### config.mk
export PLATFORM = sky130hd
export DESIGN_NAME = pwm_chan_buffered
export DESIGN_NICKNAME = d
export VERILOG_FILES = /design/src/rtl/pwm_chan_pkg.sv /design/src/rtl/pwm_shadow_reg.sv /design/src/rtl/pwm_counter.sv /design/src/rtl/pwm_out_stage.sv /design/src/rtl/pwm_chan_buffered.sv
export SDC_FILE = /design/constraint.sdc
export NUM_CORES = 1
export LEC_CHECK = 0
export ABC_AREA = 1
export ABC_CLOCK_PERIOD_IN_PS = 8790
export BUFFER_PORTS_ARGS = -buffer_cell sky130_fd_sc_hd__buf_2
export CAP_MARGIN = 20
export CORE_MARGIN = 8
export CORE_UTILIZATION = 44
export DETAILED_ROUTE_END_ITERATION = 16
export MAX_ROUTING_LAYER = met4
export REMOVE_ABC_BUFFERS = 1
export SYNTH_ARGS = -nofsm -noshare
export SYNTH_HDL_FRONTEND = slang
export SYNTH_SLANG_ARGS = --single-unit
### constraint.sdc
create_clock -name clk -period 8.79 [get_ports clk]
set_input_delay 1.3185 -clock clk [delete_from_list [all_inputs] [get_ports clk]]
set_output_delay 1.3185 -clock clk [all_outputs]
set_load 0.005 [all_outputs]
### src/rtl/pwm_chan_pkg.sv
package pwm_chan_pkg;
  typedef enum logic {
    DIR_UP = 1'b0,
    DIR_DN = 1'b1
  } pwm_dir_e;
endpackage

### src/rtl/pwm_shadow_reg.sv
// Buffer plus active register pair for one channel setting.
module pwm_shadow_reg #(
  parameter int W = 8
) (
  input  logic         clk,
  input  logic         rst_n,
  input  logic         wr,
  input  logic [W-1:0] wdata,
  input  logic         load,
  output logic [W-1:0] buf_nxt,
  output logic [W-1:0] act_nxt,
  output logic [W-1:0] act_q
);
  logic [W-1:0] buf_q;

  // Buffer value after this edge, so a same-cycle write is seen by a load.
  assign buf_nxt = wr ? wdata : buf_q;
  assign act_nxt = load ? buf_nxt : act_q;

  always_ff @(posedge clk or negedge rst_n) begin
    if (!rst_n) begin
      buf_q <= '0;
      act_q <= '0;
    end else begin
      buf_q <= buf_nxt;
      act_q <= act_nxt;
    end
  end
endmodule

### src/rtl/pwm_counter.sv
// Up or up/down counter with end-of-period detection.
module pwm_counter
  import pwm_chan_pkg::*;
#(
  parameter int W = 8
) (
  input  logic         clk,
  input  logic         rst_n,
  input  logic         tick,
  input  logic         chan_en,
  input  logic         center_sel,
  input  logic         cnt_wr,
  input  logic [W-1:0] per_act,
  output logic [W-1:0] cnt_q,
  output logic [W-1:0] cnt_nxt,
  output pwm_dir_e     dir_q,
  output logic         end_evt
);
  localparam logic [W-1:0] ONE = W'(1);

  pwm_dir_e dir_nxt;
  logic     step;

  // Left alignment wraps when the next count would reach the period.
  function automatic logic left_wrap(input logic [W-1:0] c, input logic [W-1:0] p);
    logic [W:0] inc;
    inc = {1'b0, c} + {{W{1'b0}}, 1'b1};
    return inc >= {1'b0, p};
  endfunction

  // Center alignment keeps climbing while below the top.
  function automatic logic center_climb(input pwm_dir_e d, input logic [W-1:0] c,
                                        input logic [W-1:0] p);
    return (d == DIR_UP) && (c < p);
  endfunction

  assign step = chan_en && tick;

  always_comb begin
    cnt_nxt = cnt_q;
    dir_nxt = dir_q;
    end_evt = 1'b0;
    if (cnt_wr) begin
      cnt_nxt = '0;
      dir_nxt = DIR_UP;
    end else if (step) begin
      if (!center_sel) begin
        dir_nxt = DIR_UP;
        if (left_wrap(cnt_q, per_act)) begin
          cnt_nxt = '0;
          end_evt = 1'b1;
        end else begin
          cnt_nxt = cnt_q + ONE;
        end
      end else if (center_climb(dir_q, cnt_q, per_act)) begin
        cnt_nxt = cnt_q + ONE;
      end else if ((per_act == '0) || (cnt_q <= ONE)) begin
        cnt_nxt = '0;
        dir_nxt = DIR_UP;
        end_evt = 1'b1;
      end else begin
        cnt_nxt = cnt_q - ONE;
        dir_nxt = DIR_DN;
      end
    end
  end

  always_ff @(posedge clk or negedge rst_n) begin
    if (!rst_n) begin
      cnt_q <= '0;
      dir_q <= DIR_UP;
    end else begin
      cnt_q <= cnt_nxt;
      dir_q <= dir_nxt;
    end
  end
endmodule

### src/rtl/pwm_out_stage.sv
// Registered active flag plus polarity mapping.
module pwm_out_stage #(
  parameter int W = 8
) (
  input  logic         clk,
  input  logic         rst_n,
  input  logic [W-1:0] cnt_nxt,
  input  logic [W-1:0] duty_nxt,
  input  logic [W-1:0] per_nxt,
  input  logic         pol,
  output logic         act_q,
  output logic         pwm_o
);
  function automatic logic active_level(input logic [W-1:0] c, input logic [W-1:0] d,
                                        input logic [W-1:0] p);
    if (p == '0) return 1'b0;
    if (d >= p)  return 1'b1;
    return c < d;
  endfunction

  always_ff @(posedge clk or negedge rst_n) begin
    if (!rst_n) act_q <= 1'b0;
    else        act_q <= active_level(cnt_nxt, duty_nxt, per_nxt);
  end

  assign pwm_o = pol ? act_q : ~act_q;
endmodule

### src/rtl/pwm_chan_buffered.sv
module pwm_chan_buffered
  import pwm_chan_pkg::*;
#(
  parameter int W = 8
) (
  input  logic         clk,
  input  logic         rst_n,
  input  logic         tick,
  input  logic         chan_en,
  input  logic         center_sel,
  input  logic         pol,
  input  logic         per_wr,
  input  logic [W-1:0] per_wdata,
  input  logic         duty_wr,
  input  logic [W-1:0] duty_wdata,
  input  logic         cnt_wr,
  output logic [W-1:0] cnt_q,
  output logic         pwm_o
);
  logic [W-1:0] per_act, per_nxt, per_eff_nxt;
  logic [W-1:0] duty_act, duty_nxt, duty_eff_nxt;
  logic [W-1:0] cnt_nxt;
  pwm_dir_e     dir_q;
  logic         dir_dn;
  logic         end_evt;
  logic         load_evt;
  logic         act_q;

  assign load_evt = cnt_wr || end_evt || !chan_en;
  assign dir_dn   = (dir_q == DIR_DN);

  pwm_shadow_reg #(.W(W)) u_per (
    .clk(clk), .rst_n(rst_n), .wr(per_wr), .wdata(per_wdata), .load(load_evt),
    .buf_nxt(per_nxt), .act_nxt(per_eff_nxt), .act_q(per_act)
  );

  pwm_shadow_reg #(.W(W)) u_duty (
    .clk(clk), .rst_n(rst_n), .wr(duty_wr), .wdata(duty_wdata), .load(load_evt),
    .buf_nxt(duty_nxt), .act_nxt(duty_eff_nxt), .act_q(duty_act)
  );

  pwm_counter #(.W(W)) u_cnt (
    .clk(clk), .rst_n(rst_n), .tick(tick), .chan_en(chan_en),
    .center_sel(center_sel), .cnt_wr(cnt_wr), .per_act(per_act),
    .cnt_q(cnt_q), .cnt_nxt(cnt_nxt), .dir_q(dir_q), .end_evt(end_evt)
  );

  pwm_out_stage #(.W(W)) u_out (
    .clk(clk), .rst_n(rst_n), .cnt_nxt(cnt_nxt), .duty_nxt(duty_eff_nxt),
    .per_nxt(per_eff_nxt), .pol(pol), .act_q(act_q), .pwm_o(pwm_o)
  );
endmodule

==> results.toml <==
[outcome]
status = "finished, final reports clean"

[clock_tree]
cts.path.max_buffers = 2
clk_latency_ns = 0.30
cts_inserted_buffers = 5
tritoncts = "done"
cts_root_buf = "clkbuf_8"
htreeDepth = 2
cts_sinks = 42
path_clk_slew_ns = 0.08
post_cts_buffers = 0
ctsResizeCount = 0
cts_hold_buf = 0

[power_and_ir_drop]
total_leakage_power_uw = 0.00175
pwr_density_cell_nw_per_um2 = 158
vdd_drop_max_uv = 101

[routing]
via_per_inst = 5.03
dr_total_vias = 2211
finalWirelength_um = 6100
firstDrtPassIters = 4
first_iter_violations = 101
postRouteAntennaNets = 0
drc_errors = 0
routedWlPerCell_um = 13.9

[worst_setup_path]
path_cells = "inv_1 > nor3_2 > nand3_1 > nor3_1 > xor2_1 > ha_1 > a31oi_1 > nand3_2 > nand2_4 > nand3_4 > nand2_1 > o21a_1 > inv_1 > ha_1 > inv_1 > a21boi_0 > o21a_1 > o21a_1 > o21ai_0 > nand2_1 > a21oi_1 > o21bai_1 > a21oi_1 > a21oi_2"
required_ns = 8.98
r2r_slack_ns = 4.59
rr_worst_depth = 24
crit_path_max_fanout = 27
worstPathBufferInverterCount = 3
arrival_ns = 4.38
timing.critical_path.from_type = "flip-flop"
r2r_start = "u_cnt.cnt_q[2]"
path_class = "reg2reg"
endpoint_kind = "flip-flop"
critPathMaxStageDelay_ns = 0.48
r2r-end = "u_out.act_q"
slowest_stage = "dfrtp_1"
path_delay_family = "simple AND/OR/NAND/NOR gates"

[finish]
postLayoutCoreUtil = 0.502
fin_area_um2 = 3170
fin_cells = 440
num_antenna_cells = 0
drive_above_1_share = 0.215
fill_cells = 661
nNetsFinal = 421
area_growth_pct = 10.9

[timing]
rsz0062_at_grt = "no"
tns_ns = 0
max_freq_mhz = 238
hold_viol_final = 0
worst_clock_skew_ns = 0.00884
period_share = 0.477
timing.hold.ws_ns = 0.504
finalSetupViolCount = 0
maxSlewViolCount = 0
tightest_slew_ns = 0.946
fin_crit_ns = 4.20
slew_headroom = 0.370

[placement]
io_buffers = 33
hpwlAfterDp_um = 4850
gp_congestion = 0.883
dpl-instance-area_um2 = 3080
dp.cells = 432

[floorplan]
die_w_um = 96.6
start_util = 0.453
core_region_area_um2 = 6310
die_h_um = 96.6
dieArea_um2 = 9330
io_pins = 34
fp-row-count = 29

[grt]
grt_pass1_vias = 2167
met2_usage = 0.224
grt_usage = 0.148
antenna_found_initial = 0
overflow = 0
use_met1 = 0.195
grtUsageMet3 = 0.0294
grt_busiest_layer = "met2"
grt_first_pass_wirelength_um = 10400
grt_max_degree = 43

[logic_synthesis]
netlist_area_um2 = 2860
yosysSeqAreaShare = 0.368
ys_seq_elements = 42
syn_inst = 328
ys_types = 38
synth_warnings = 0
avgSynthCellArea_um2 = 8.71

[min_path]
hp-class = "reg2reg"
hp-start = "u_duty.buf_q[1]"
hold_path_end = "u_duty.buf_q[1]"
hold_depth = 1

[flow_run]
cap_violations = 0
## area by class of cell
type | count | area (um^2) | share of cell area
Clock buffer | 5 | 68.8 | 0.0217
Timing Repair Buffer | 33 | 165 | 0.0521
Inverter | 61 | 229 | 0.0723
Multi-Input combinational cell | 219 | 1540 | 0.485
Tap cell | 77 | 96.3 | 0.0304
Sequential cell | 42 | 1050 | 0.332
Clock inverter | 3 | 21.3 | 0.00671
## power breakdown
group	leakage, uW	switching, uW	internal (uW)	total (uW)
Sequential	0.000507	10.8	213	224
Clock	0.0000441	69.0	55.8	125
Combinational	0.00120	89.9	60.7	151
## synthesized netlist by cell type
master	count	area share
o21bai_1	1	0.0026
nand3_4	1	0.0061
nor3_4	1	0.0057
nor2_1	11	0.014
inv_1	54	0.071
inv_2	7	0.0092
clkbuf_1	3	0.0039
xor2_1	12	0.037
nor2_2	1	0.0022
nand4_1	5	0.011
a21boi_0	1	0.0026
o21a_4	3	0.016
a21o_1	1	0.0026
a31oi_1	1	0.0022
a221oi_1	2	0.0061
or2_2	1	0.0022
nor3_2	1	0.0035
ha_1	34	0.15
nand2_4	1	0.0039
o21a_2	2	0.0061
dfrtp_1	42	0.37
nand3b_1	1	0.0026
buf_8	1	0.0053
o21ai_1	4	0.0070
nand3_1	8	0.014
a21oi_1	16	0.028
buf_6	1	0.0039
nor3_1	4	0.0070
xnor2_1	1	0.0031
nand3_2	2	0.0070
buf_1	1	0.0013
a21oi_2	1	0.0031
mux2_2	15	0.059
o21ai_0	7	0.012
o21a_1	3	0.0079
nand2_2	1	0.0022
nand2_1	69	0.091
a211oi_1	8	0.021
## placed cells by master (no fill, tap or decap), types with 5 or more instances in the layout
master     n
xor2_1    12
o21ai_0    7
dfrtp_1   42
ha_1      34
inv_1     54
nor2_1    11
a21oi_1   16
nand3_1    8
buf_2     33
nand2_1   69
a211oi_1   8
inv_2      7
clkbuf_8   5
nand4_1    5
mux2_2    15
## state kept, by name (all words and copies together) (netlist names)
name          flops
u_per.act_q       8
u_cnt.dir_q       1
u_cnt.cnt_q       8
u_duty.act_q      8
u_per.buf_q       8
u_out.act_q       1
u_duty.buf_q      8
## metrics by stage
step,total power [uW],setup slack (ns)
floorplan,334,5.02
global route,541,4.15
finish,499,4.59
detailed placement,380,4.48
CTS,508,4.58
global placement,377,4.55
## worst reg2reg max path, cell delays in order, from the launching register on
cell      delay, ns
dfrtp_1        0.48
inv_1          0.14
nor3_2         0.25
nand3_1        0.17
nor3_1         0.21
xor2_1         0.14
ha_1           0.20
a31oi_1        0.27
nand3_2        0.17
nand2_4        0.12
nand3_4        0.26
nand2_1        0.15
o21a_1         0.15
inv_1          0.05
ha_1           0.26
inv_1          0.05
a21boi_0       0.06
o21a_1         0.17
o21a_1         0.16
o21ai_0        0.14
nand2_1        0.07
a21oi_1        0.12
o21bai_1       0.07
a21oi_1        0.16
a21oi_2        0.07
## routing by layer
| layer | wire, um | part of all wire |
|---|---|---|
| met5 | 0 | 0 |
| met4 | 78 | 0.013 |
| met3 | 265 | 0.043 |
| met2 | 2870 | 0.47 |
| met1 | 2890 | 0.47 |
## cells by family (layout without fill, tap and decap cells)
group                      Yosys count  count (layout)  share of synthesized area
adders and majority gates           34              34                      0.149
xor gates and xnor gates            13              13                     0.0398
DFF                                 42              42                      0.368
muxes                               15              15                     0.0591
AOI/OAI and AO/OA                   50              50                      0.117
and+or+nand+nor                    107             107                      0.173
buffers and inverters               67             102                     0.0946
## worst max path at each step
stage	from	end	slack [ns]	cells past startpoint
CTS	u_cnt.cnt_q[2]	u_out.act_q	4.58	24
global route	u_cnt.cnt_q[0]	u_out.act_q	4.15	28
floorplan	chan_en	u_out.act_q	5.02	20
global placement	chan_en	u_out.act_q	4.55	21
detailed placement	chan_en	u_out.act_q	4.48	21
finish	u_cnt.cnt_q[2]	u_out.act_q	4.59	24
No activity file was read; power rests on OpenSTA's default activity.
